==> src/rtl/uflow_pkg.sv <==
package uflow_pkg;
    typedef enum logic [1:0] {RX_IDLE, RX_START, RX_DATA, RX_STOP} rx_state_t;
    typedef enum logic [1:0] {TX_IDLE, TX_START, TX_DATA, TX_STOP} tx_state_t;
    localparam logic [7:0] XON_CHAR  = 8'h11;
    localparam logic [7:0] XOFF_CHAR = 8'h13;
    localparam logic [3:0] TICK_MID  = 4'd7;
    localparam logic [3:0] TICK_LAST = 4'd15;
endpackage

==> src/rtl/uflow_tick.sv <==
module uflow_tick #(
    parameter int DIV = 27
) (
    input  logic clk,
    input  logic rst_n,
    output logic tick
);
    localparam int CW = (DIV > 1) ? $clog2(DIV) : 1;
    localparam logic [CW-1:0] LAST = CW'(DIV - 1);

    logic [CW-1:0] cnt;

    always_ff @(posedge clk) begin
        if (!rst_n) begin
            cnt  <= '0;
            tick <= 1'b0;
        end else if (cnt == LAST) begin
            cnt  <= '0;
            tick <= 1'b1;
        end else begin
            cnt  <= cnt + 1'b1;
            tick <= 1'b0;
        end
    end
endmodule

==> src/rtl/uflow_fifo.sv <==
module uflow_fifo #(
    parameter int DEPTH = 16,
    parameter int W     = 8
) (
    input  logic         clk,
    input  logic         rst_n,
    input  logic         push,
    input  logic [W-1:0] din,
    input  logic         pop,
    output logic [W-1:0] dout,
    output logic         present,
    output logic         half,
    output logic         full
);
    localparam int AW = $clog2(DEPTH);
    localparam logic [AW:0]   FULL_CNT = (AW+1)'(DEPTH);
    localparam logic [AW:0]   HALF_CNT = (AW+1)'(DEPTH / 2);
    localparam logic [AW-1:0] LAST_IX  = AW'(DEPTH - 1);

    logic [W-1:0]  mem [DEPTH];
    logic [AW-1:0] wp, rp;
    logic [AW:0]   cnt;
    logic          do_push, do_pop;

    assign do_push = push && (cnt != FULL_CNT);
    assign do_pop  = pop && (cnt != '0);

    always_ff @(posedge clk) begin
        if (do_push) mem[wp] <= din;
    end

    always_ff @(posedge clk) begin
        if (!rst_n) begin
            wp  <= '0;
            rp  <= '0;
            cnt <= '0;
        end else begin
            if (do_push) wp <= (wp == LAST_IX) ? '0 : wp + 1'b1;
            if (do_pop)  rp <= (rp == LAST_IX) ? '0 : rp + 1'b1;
            case ({do_push, do_pop})
                2'b10:   cnt <= cnt + 1'b1;
                2'b01:   cnt <= cnt - 1'b1;
                default: cnt <= cnt;
            endcase
        end
    end

    assign dout    = mem[rp];
    assign present = (cnt != '0);
    assign half    = (cnt >= HALF_CNT);
    assign full    = (cnt == FULL_CNT);
endmodule

==> src/rtl/uflow_rx.sv <==
module uflow_rx
    import uflow_pkg::*;
#(
    parameter int W = 8
) (
    input  logic         clk,
    input  logic         rst_n,
    input  logic         tick,
    input  logic         rxd_in,
    output logic [W-1:0] byte_out,
    output logic         byte_ok
);
    localparam int BW = (W > 1) ? $clog2(W) : 1;
    localparam logic [BW-1:0] LAST_BIT = BW'(W - 1);

    rx_state_t     state, nxt;
    logic [1:0]    sync;
    logic          rxs;
    logic [3:0]    cnt;
    logic [BW-1:0] bidx;

    assign rxs = sync[1];

    always_ff @(posedge clk) begin
        if (!rst_n) state <= RX_IDLE;
        else        state <= nxt;
    end

    always_comb begin
        nxt = state;
        unique case (state)
            RX_IDLE:  if (tick && !rxs) nxt = RX_START;
            RX_START: if (tick && cnt == TICK_MID) nxt = rxs ? RX_IDLE : RX_DATA;
            RX_DATA:  if (tick && cnt == TICK_LAST && bidx == LAST_BIT) nxt = RX_STOP;
            RX_STOP:  if (tick && cnt == TICK_LAST) nxt = RX_IDLE;
        endcase
    end

    always_ff @(posedge clk) begin
        if (!rst_n) begin
            sync     <= 2'b11;
            cnt      <= '0;
            bidx     <= '0;
            byte_out <= '0;
            byte_ok  <= 1'b0;
        end else begin
            sync    <= {sync[0], rxd_in};
            byte_ok <= 1'b0;
            unique case (state)
                RX_IDLE: begin
                    cnt  <= '0;
                    bidx <= '0;
                end
                RX_START: if (tick) cnt <= (cnt == TICK_MID) ? '0 : cnt + 1'b1;
                RX_DATA: if (tick) begin
                    cnt <= cnt + 1'b1;
                    if (cnt == TICK_LAST) begin
                        byte_out <= {rxs, byte_out[W-1:1]};
                        bidx     <= bidx + 1'b1;
                    end
                end
                RX_STOP: if (tick) begin
                    cnt <= cnt + 1'b1;
                    if (cnt == TICK_LAST) byte_ok <= rxs;
                end
            endcase
        end
    end
endmodule

==> src/rtl/uflow_tx.sv <==
module uflow_tx
    import uflow_pkg::*;
#(
    parameter int W = 8
) (
    input  logic         clk,
    input  logic         rst_n,
    input  logic         tick,
    input  logic         q_present,
    input  logic [W-1:0] q_data,
    input  logic         fc_valid,
    input  logic [W-1:0] fc_byte,
    output logic         q_pop,
    output logic         fc_take,
    output logic         txd
);
    localparam int BW = (W > 1) ? $clog2(W) : 1;
    localparam logic [BW-1:0] LAST_BIT = BW'(W - 1);

    tx_state_t     state, nxt;
    logic [3:0]    cnt;
    logic [BW-1:0] bidx;
    logic [W-1:0]  shreg;

    always_ff @(posedge clk) begin
        if (!rst_n) state <= TX_IDLE;
        else        state <= nxt;
    end

    always_comb begin
        nxt = state;
        unique case (state)
            TX_IDLE:  if (fc_valid || q_present) nxt = TX_START;
            TX_START: if (tick && cnt == TICK_LAST) nxt = TX_DATA;
            TX_DATA:  if (tick && cnt == TICK_LAST && bidx == LAST_BIT) nxt = TX_STOP;
            TX_STOP:  if (tick && cnt == TICK_LAST) nxt = TX_IDLE;
        endcase
    end

    always_comb begin
        fc_take = 1'b0;
        q_pop   = 1'b0;
        txd     = 1'b1;
        unique case (state)
            TX_IDLE: begin
                fc_take = fc_valid;
                q_pop   = !fc_valid && q_present;
            end
            TX_START: txd = 1'b0;
            TX_DATA:  txd = shreg[0];
            TX_STOP:  txd = 1'b1;
        endcase
    end

    always_ff @(posedge clk) begin
        if (!rst_n) begin
            cnt   <= '0;
            bidx  <= '0;
            shreg <= '0;
        end else begin
            unique case (state)
                TX_IDLE: begin
                    cnt  <= '0;
                    bidx <= '0;
                    if (fc_valid)       shreg <= fc_byte;
                    else if (q_present) shreg <= q_data;
                end
                TX_DATA: if (tick) begin
                    cnt <= cnt + 1'b1;
                    if (cnt == TICK_LAST) begin
                        shreg <= shreg >> 1;
                        bidx  <= bidx + 1'b1;
                    end
                end
                default: if (tick) cnt <= cnt + 1'b1;
            endcase
        end
    end
endmodule

==> src/rtl/uflow_uart.sv <==
module uflow_uart
    import uflow_pkg::*;
#(
    parameter int BAUD_DIV   = 27,
    parameter int FIFO_DEPTH = 16,
    parameter int DATA_W     = 8
) (
    input  logic              clk,
    input  logic              rst_n,
    input  logic              rxd,
    output logic              txd,
    input  logic [DATA_W-1:0] wr_data,
    input  logic              wr_en,
    output logic [DATA_W-1:0] rd_data,
    input  logic              rd_ack,
    output logic              tx_present,
    output logic              tx_half,
    output logic              tx_full,
    output logic              rx_present,
    output logic              rx_half,
    output logic              rx_full
);
    logic              tick;
    logic [DATA_W-1:0] rx_byte, tq_data, flow_byte;
    logic              rx_ok, tq_pop, fc_take;
    logic              hf_prev, flow_pend;

    uflow_tick #(.DIV(BAUD_DIV)) i_tick (
        .clk(clk), .rst_n(rst_n), .tick(tick)
    );

    uflow_rx #(.W(DATA_W)) i_rx (
        .clk(clk), .rst_n(rst_n), .tick(tick), .rxd_in(rxd),
        .byte_out(rx_byte), .byte_ok(rx_ok)
    );

    uflow_fifo #(.DEPTH(FIFO_DEPTH), .W(DATA_W)) i_rxq (
        .clk(clk), .rst_n(rst_n), .push(rx_ok), .din(rx_byte), .pop(rd_ack),
        .dout(rd_data), .present(rx_present), .half(rx_half), .full(rx_full)
    );

    uflow_fifo #(.DEPTH(FIFO_DEPTH), .W(DATA_W)) i_txq (
        .clk(clk), .rst_n(rst_n), .push(wr_en), .din(wr_data), .pop(tq_pop),
        .dout(tq_data), .present(tx_present), .half(tx_half), .full(tx_full)
    );

    uflow_tx #(.W(DATA_W)) i_tx (
        .clk(clk), .rst_n(rst_n), .tick(tick),
        .q_present(tx_present), .q_data(tq_data),
        .fc_valid(flow_pend), .fc_byte(flow_byte),
        .q_pop(tq_pop), .fc_take(fc_take), .txd(txd)
    );

    // A change of the receive half flag (live vs. registered) replaces any pending request.
    always_ff @(posedge clk) begin
        if (!rst_n) begin
            hf_prev   <= 1'b0;
            flow_pend <= 1'b0;
            flow_byte <= '0;
        end else begin
            hf_prev <= rx_half;
            if (hf_prev != rx_half) begin
                flow_pend <= 1'b1;
                flow_byte <= rx_half ? DATA_W'(XOFF_CHAR) : DATA_W'(XON_CHAR);
            end else if (fc_take) begin
                flow_pend <= 1'b0;
            end
        end
    end
endmodule

==> config.mk <==
export PLATFORM = sky130hd
export DESIGN_NAME = uflow_uart
export DESIGN_NICKNAME = d
export VERILOG_FILES = /design/src/rtl/uflow_pkg.sv /design/src/rtl/uflow_tick.sv /design/src/rtl/uflow_fifo.sv /design/src/rtl/uflow_rx.sv /design/src/rtl/uflow_tx.sv /design/src/rtl/uflow_uart.sv
export SDC_FILE = /design/constraint.sdc
export NUM_CORES = 1
export LEC_CHECK = 0
export BUFFER_PORTS_ARGS = -buffer_cell sky130_fd_sc_hd__buf_2
export CORE_UTILIZATION = 35
export DETAILED_ROUTE_END_ITERATION = 6
export PLACE_DENSITY_LB_ADDON = 0.05
export SYNTH_ARGS = -nofsm -noshare
export SYNTH_HDL_FRONTEND = slang
export SYNTH_HIERARCHICAL = 1
export SYNTH_SLANG_ARGS = --single-unit
==> constraint.sdc <==
create_clock -name clk -period 3.4 [get_ports clk]
set_clock_uncertainty 0.1 [all_clocks]
set_input_delay 0.51 -clock clk [delete_from_list [all_inputs] [get_ports clk]]
set_output_delay 0.51 -clock clk [all_outputs]
set_load 0.005 [all_outputs]
Word-level counts from Yosys, hierarchy flattened
Memory sizes are Yosys's and may differ from the RTL's. A register that Yosys moved wholly into a read port is not among the register bits.
Cells that the tools add are included.

word-level totals
  bits in writable memories = 256
  bits in registers = 79
  output and inout port bits = 15
  memories = 2
  input bits = 13
  logic and storage cells = 160

operators by class
  reductions and logical operators = 34
  $add $sub $neg = 13
  multiplexer cells = 47
  bitwise gates (word level) = 1
  eq/ne operators = 40
  $lt $le $gt $ge = 2

memory list
  memory     words  bits a word  read ports  clocked after Yosys merged registers in  wr ports  line              text
  i_rxq.mem  16     8            1           1                                        1         uflow_fifo.sv:20  logic [W-1:0] mem [DEPTH];
  i_txq.mem  16     8            1           1                                        1         uflow_fifo.sv:20

operators with widths
  kind                                                                     number
  4-bit two-way mux                                                        11
  8-bit two-way mux                                                        4
  4-bit by 1-bit adder with 4-bit output, second input constant            6
  4-bit equality test, second input constant                               6
  2-bit by 1-bit inequality test with 1-bit output, second input constant  11
  2-bit two-way mux                                                        10
  5-bit case mux with 2 select lines                                       2
  2-bit case mux with 4 select lines                                       2
  8-bit case mux with 2 select lines                                       1
  4-bit AND reduction                                                      4
  5-bit by 1-bit adder with 5-bit output, second input constant            3
  5-bit equality test, second input constant                               3
  2-bit equality test, second input constant                               6
  3-bit two-way mux                                                        4
  3-bit case mux with 2 select lines                                       2
  4-bit case mux with 3 select lines                                       1
  1-bit logical AND                                                        11
  5-bit by 4-bit >= comparator with 1-bit output, second input constant    2
  5-bit inequality test, second input constant                             2
  2-bit nonzero test                                                       5
  5-bit nonzero test                                                       2
  5-bit by 1-bit subtractor with 5-bit output, second input constant       2
  1-bit two-way mux                                                        9
  3-bit AND reduction                                                      3
  other kinds (14)                                                         25

Longest topological paths before layout
  depth after elaboration = 6
  mapped depth = 15
  mapped depth without buffers = 12

Cells and area by module
The synthesis kept the hierarchy.

by module, submodules not included
  module      cells each  instances  area an instance (um^2)
  uflow_fifo  301         2          5845.6
  uflow_tx    114         1          1039.7
  uflow_rx    93          1          872.1
  uflow_tick  24          1          270.3
  uflow_uart  13          1          141.4

Least setup slack after synthesis
OpenSTA, ideal clock, no wires.

  path kind = reg-to-reg
  from = register i_txq.cnt[1]
  to = register i_txq.cnt[2]
  required time = 3.229 ns
  stages on the path, launching flop included = 16
  arrival = 2.973 ns
  buffers on the path = 3
  setup slack = 0.256 ns
  cells stage by stage = dfxtp_1 buf_6 or4_4 buf_6 nand2b_1 and3b_1 o21ai_2 inv_1 ha_1 clkbuf_1 xor2_1 ha_1 a21oi_1 xor2_1 or3_1 a21oi_1

between the ends
  cells in the longest elaborated chain, start to end = 6
  elaborated cells between the ends (all ways) = 12

RTL lines
  element                                                                                       line              text
  from (decl)                                                                                   uflow_fifo.sv:22  logic [AW:0] cnt;
  from (signal assigned)                                                                        uflow_fifo.sv:41  2'b10: cnt <= cnt + 1'b1;
  from (signal assigned)                                                                        uflow_fifo.sv:42  2'b01: cnt <= cnt - 1'b1;
  from (signal assigned)                                                                        uflow_fifo.sv:43  default: cnt <= cnt;
  5-bit nonzero test (*)                                                                        uflow_fifo.sv:49  assign present = (cnt != '0);
  named net tx_present                                                                          uflow_uart.sv:16  output logic tx_present,
  1-bit logical AND (*)                                                                         uflow_tx.sv:47    q_pop = !fc_valid && q_present;
  1-bit two-way mux (*)                                                                         uflow_tx.sv:44    unique case (state)
  named net tq_pop                                                                              uflow_uart.sv:25  logic rx_ok, tq_pop, fc_take;
  1-bit logical AND (*)                                                                         uflow_fifo.sv:26  assign do_pop = pop && (cnt != '0);
  2-bit by 1-bit equality test with 1-bit output / 2-bit equality test (equally long branches)  uflow_fifo.sv:40  case ({do_push, do_pop})
  5-bit case mux with 2 select lines / 2-bit nonzero test (equally long branches)               --

Mark *: on every way through the listed nets, which the timed path passes. The rest lies on a longest branch.
A chain may end at the register's enable or synchronous reset.

Worst setup path in the final report
  from = register i_txq.cnt[0]
  to = register i_txq.cnt[2]

between the ends
  cells in the longest elaborated chain, start to end = 6
  elaborated cells between the ends (all ways) = 12

RTL lines
  element                                                                                       line
  5-bit nonzero test (*)                                                                        uflow_fifo.sv:49
  1-bit logical AND (*)                                                                         uflow_tx.sv:47
  1-bit two-way mux (*)                                                                         uflow_tx.sv:44
  named net tq_pop                                                                              uflow_uart.sv:25
  1-bit logical AND (*)                                                                         uflow_fifo.sv:26
  2-bit by 1-bit equality test with 1-bit output / 2-bit equality test (equally long branches)  uflow_fifo.sv:40
  5-bit case mux with 2 select lines / 2-bit nonzero test (equally long branches)               --

Marks and branches as above.

==> report_table.html <==
<table>
<tr><th>Metric</th><th>Value</th></tr>
<tr><th colspan="2">Timing</th></tr>
<tr><td>Count of final setup violators</td><td>0</td></tr>
<tr><td>Upper clock frequency limit</td><td>308 MHz</td></tr>
<tr><td>Number of slew-limit violations in the final report</td><td>0</td></tr>
<tr><td>Tightest slew margin relative to the limit</td><td>0.353</td></tr>
<tr><td>Post-Route Setup TNS</td><td>0 ns</td></tr>
<tr><td>Time the final worst path needs with I/O delays and setup</td><td>3.25 ns</td></tr>
<tr><td>Setup repair after global routing missed its margin</td><td>true</td></tr>
<tr><td>Fraction of the cycle the final worst path needs</td><td>0.956</td></tr>
<tr><td>Final worst setup slack</td><td>0.150 ns</td></tr>
<tr><td>Final hold violation count</td><td>0</td></tr>
<tr><td>Post-Route Hold Slack</td><td>0.0656 ns</td></tr>
<tr><td>Slew of the pin with the lowest slew margin</td><td>0.966 ns</td></tr>
<tr><th colspan="2">Critical path</th></tr>
<tr><td>Largest fanout on the critical path</td><td>8</td></tr>
<tr><td>Kind of end point of the critical path</td><td>flip-flop</td></tr>
<tr><td>Library cell contributing the largest single delay on the critical path</td><td>or4_4</td></tr>
<tr><td>Cell Chain, Critical Path</td><td>or4_4 &gt; nand2b_1 &gt; and3b_1 &gt; o21ai_2 &gt; inv_1 &gt; ha_2 &gt; xor2_1 &gt; ha_1 &gt; a21oi_1 &gt; xor2_1 &gt; or3_1 &gt; a21oi_1</td></tr>
<tr><td>Setup CP Type</td><td>reg -&gt; reg</td></tr>
<tr><td>Element type at the critical path start</td><td>flip-flop</td></tr>
<tr><td>Arrival time at the worst endpoint</td><td>3.61 ns</td></tr>
<tr><td>Slowest Stage Delay on Critical Path</td><td>0.61 ns</td></tr>
<tr><td>Required time reported for the critical path endpoint</td><td>3.76 ns</td></tr>
<tr><th colspan="2">Route</th></tr>
<tr><td>Iteration-0 DRC count of the detailed router</td><td>436</td></tr>
<tr><td>Via count</td><td>7455</td></tr>
<tr><td>Number of nets still failing antenna checks after routing</td><td>0</td></tr>
<tr><td>Average wire per cell in the routed design</td><td>21.3 um</td></tr>
<tr><td>Post-route DRC violation count</td><td>0</td></tr>
<tr><td>Detailed-route vias per instance</td><td>5.20</td></tr>
<tr><td>Routed Wire Length</td><td>30.6 mm</td></tr>
<tr><td>Number of detailed-route iterations in the first pass</td><td>5</td></tr>
<tr><th colspan="2">Place</th></tr>
<tr><td>Number of placed instances, taps included</td><td>1364</td></tr>
<tr><td>Half-perimeter wire length of the detailed placement result</td><td>19.7 mm</td></tr>
<tr><td>Number of port buffers</td><td>27</td></tr>
<tr><td>Worst slack after detailed placement</td><td>0.166 ns</td></tr>
<tr><td>Placed Instance Area</td><td>14800 sq um</td></tr>
<tr><td>Weighted congestion at the end of routability-driven global placement</td><td>0.723</td></tr>
<tr><th colspan="2">Layout</th></tr>
<tr><td>Fraction of layout cells with a size suffix above 1</td><td>0.240</td></tr>
<tr><td>Count of fill cells added during filler insertion</td><td>3586</td></tr>
<tr><td>Number of nets in the finished design</td><td>928</td></tr>
<tr><td>Signed area change from the synthesized netlist to the final layout</td><td>14.7%</td></tr>
<tr><td>Cell area after layout</td><td>16100 sq um</td></tr>
<tr><td>Diodes inserted</td><td>0</td></tr>
<tr><td>Number of cells in the finished layout apart from fillers</td><td>1434</td></tr>
<tr><td>Share of the core filled with cells in the final layout</td><td>0.411</td></tr>
<tr><th colspan="2">Clock network</th></tr>
<tr><td>CTS tree</td><td>yes</td></tr>
<tr><td>Clock-pin slew on the worst setup and hold paths</td><td>0.06 ns</td></tr>
<tr><td>Number of levels the H-tree was split into</td><td>2</td></tr>
<tr><td>Inserted Clock Buffers</td><td>39</td></tr>
<tr><td>Later-pin clock latency in the skew report</td><td>0.55 ns</td></tr>
<tr><td>Clock tree root driver cell</td><td>clkbuf_16</td></tr>
<tr><td>Clock tree sinks</td><td>337</td></tr>
<tr><td>Clock Path Buffers</td><td>3</td></tr>
<tr><td>Post-CTS Setup Bufs</td><td>0</td></tr>
<tr><th colspan="2">Pwr</th></tr>
<tr><td>Maximum resistive drop on vdd</td><td>355 uV</td></tr>
<tr><td>Power density cells</td><td>644 nW/um^2</td></tr>
<tr><td>P_leak</td><td>4.92 nW</td></tr>
<tr><td>Sum of internal, switching and leakage power</td><td>10.4 mW</td></tr>
<tr><th colspan="2">Synth</th></tr>
<tr><td>Number of distinct standard cells referenced by the synthesized netlist</td><td>62</td></tr>
<tr><td>Sequential element share of the synthesized area</td><td>0.664</td></tr>
<tr><td>Instance count of the mapped netlist</td><td>846</td></tr>
<tr><td>Area share of the largest cell type after synthesis</td><td>0.549</td></tr>
<tr><td>Post-synthesis instance area</td><td>14000 sq um</td></tr>
<tr><td>Most common flop cell mapped by yosys</td><td>edfxtp_1</td></tr>
<tr><td>Number of flip-flops and latches in the synthesized netlist</td><td>337</td></tr>
<tr><td>Post-synthesis async set-or-reset flop share</td><td>0</td></tr>
<tr><td>Top cells by area, synth</td><td>edfxtp_1, mux4_2, dfxtp_1</td></tr>
<tr><td>Leading area contributor after synthesis</td><td>edfxtp_1</td></tr>
<tr><td>Number of warnings printed during yosys synthesis</td><td>6</td></tr>
<tr><td>Synthesized area per cell</td><td>16.6 sq um</td></tr>
<tr><td>Number of flops mapped to enable cells by yosys</td><td>256</td></tr>
<tr><th colspan="2">Floorplanning</th></tr>
<tr><td>Effective utilization at floorplan</td><td>0.358</td></tr>
<tr><td>Count of standard-cell rows</td><td>72</td></tr>
<tr><td>Standard cell core area</td><td>39100 sq um</td></tr>
<tr><td>Y dimension of the die</td><td>202 um</td></tr>
<tr><td>Die X</td><td>202 um</td></tr>
<tr><td>I/O pin total</td><td>28</td></tr>
<tr><td>DIE AREA</td><td>40800 sq um</td></tr>
<tr><th colspan="2">Outcome</th></tr>
<tr><td>Status</td><td>finished, final reports clean</td></tr>
<tr><th colspan="2">Global route</th></tr>
<tr><td>Maximum number of pins on one net before global-route repair</td><td>33</td></tr>
<tr><td>Total GRT Usage</td><td>0.156</td></tr>
<tr><td>Number of antenna violations at the first check in global routing</td><td>1</td></tr>
<tr><td>First-pass GRT wire length</td><td>47.7 mm</td></tr>
<tr><td>Global route overflow</td><td>0</td></tr>
<tr><td>Via count of the first global-routing pass</td><td>7963</td></tr>
<tr><th colspan="2">Worst hold path</th></tr>
<tr><td>Tightest Hold Check Type</td><td>in -&gt; reg</td></tr>
<tr><th colspan="2">Job</th></tr>
<tr><td>Max capacitance violation total</td><td>0</td></tr>
</table>
## cell usage after synthesis (9+ instances only)
master	count
buf_6	9
mux2i_1	28
xor2_1	15
mux4_2	80
and3_1	18
nand2_1	43
ha_1	28
nand2b_1	9
clkbuf_1	20
nor2b_1	9
nor2_1	27
inv_1	15
o21ai_1	9
buf_2	16
o21ai_0	19
nand3_1	24
a21oi_1	19
dfxtp_1	81
edfxtp_1	256
## where the power goes
part	internal, mW	total, mW	switching (mW)
Combinational	0.673	1.48	0.807
Sequential	4.52	4.61	0.0925
Clock	2.66	4.26	1.60
Total	7.85	10.4	2.50
## layer usage
layer	up-vias	share of wire	global-route usage	wire length, um
met3	49	0.036	0.0290	1090
met4	0	0.023	0.0537	715
li1	3404	-	-	-
met5	-	0	0	0
met2	133	0.48	0.251	14600
met1	3869	0.46	0.212	14200
## critical path: cells and delay by family, from the launching register on
family,cells,cell delay (ns)
DFF,1,0.36
xor gates and xnor gates,2,0.29
adders and majority gates,2,0.48
AOI/OAI and AO/OA,3,0.49
buffers and inverters,1,0.11
and+or+nand+nor,4,1.33
## final cells by class
class | instances | area [sq um] | area share
multi-input cells | 446 | 4450 | 0.277
flip-flops and latches | 337 | 9310 | 0.579
clock buffers | 56 | 1080 | 0.0672
well taps | 518 | 648 | 0.0403
clock inverters | 14 | 223 | 0.0139
repair buffers | 46 | 303 | 0.0188
inverters | 17 | 66.3 | 0.00412
## flip-flops by register name (all words and copies together), names as in the netlist, 3 cells and up, named ones only
signal / cells
i_rxq/mem: 128
i_txq/mem: 128
i_rx/byte_out: 8
i_tx/shreg: 8
i_rxq/cnt: 5
i_tick/cnt: 5
i_txq/cnt: 5
i_rx/cnt: 4
i_rxq/rp: 4
i_rxq/wp: 4
i_tx/cnt: 4
i_txq/rp: 4
i_txq/wp: 4
i_rx/bidx: 3
i_tx/bidx: 3
## cells in the final DEF, fill, tap and decap left out, types with 6 or more instances in the layout
master     count
mux4_2        80
o21ai_0       19
dfxtp_1       79
nor4b_2        6
clkbuf_1      13
nand2_1       43
a21boi_1       8
inv_1         15
edfxtp_1     256
nand4_1        7
mux2i_1       28
ha_1          27
nand2b_1       9
xor2_1        15
o21a_1         6
o211ai_1       6
o21ai_1        9
bufinv_16      6
clkbuf_16     39
buf_4         17
nor2b_1        9
nand3_1       24
and4_1         8
buf_2         27
nor2_1        27
a21oi_1       19
and3_1        18
## repair_timing
action,4_1_cts,5_1_grt
endpoints found under the setup margin,0,2
hold buffers,0,0
gates resized for setup,0,1
## path summary, 6_finish.rpt
path	startpoint	end	slack, ns	depth (start not counted)
max	i_txq/cnt[0]	i_txq/cnt[2]	0.15	12
min	rxd	i_rx/sync[0]	0.07	2
max reg2reg	i_txq/cnt[0]	i_txq/cnt[2]	0.15	12
min reg2reg	i_rx/sync[0]	i_rx/sync[1]	0.31	1
## kinds of logic (layout without fill, tap and decap cells)
family / after synthesis / in the layout / share of synthesized area
AO/OA/AOI/OAI: 93 / 93 / 0.0435
XOR/XNOR: 17 / 17 / 0.0106
adder cells (fa/ha/maj): 29 / 29 / 0.0258
buffers and inverters: 67 / 133 / 0.0246
flip-flops: 337 / 337 / 0.664
multiplexers: 110 / 110 / 0.150
other: 1 / 5 / 0.000268
AND/OR/NAND/NOR: 192 / 192 / 0.0806
Power figures use the tool's default switching activity.
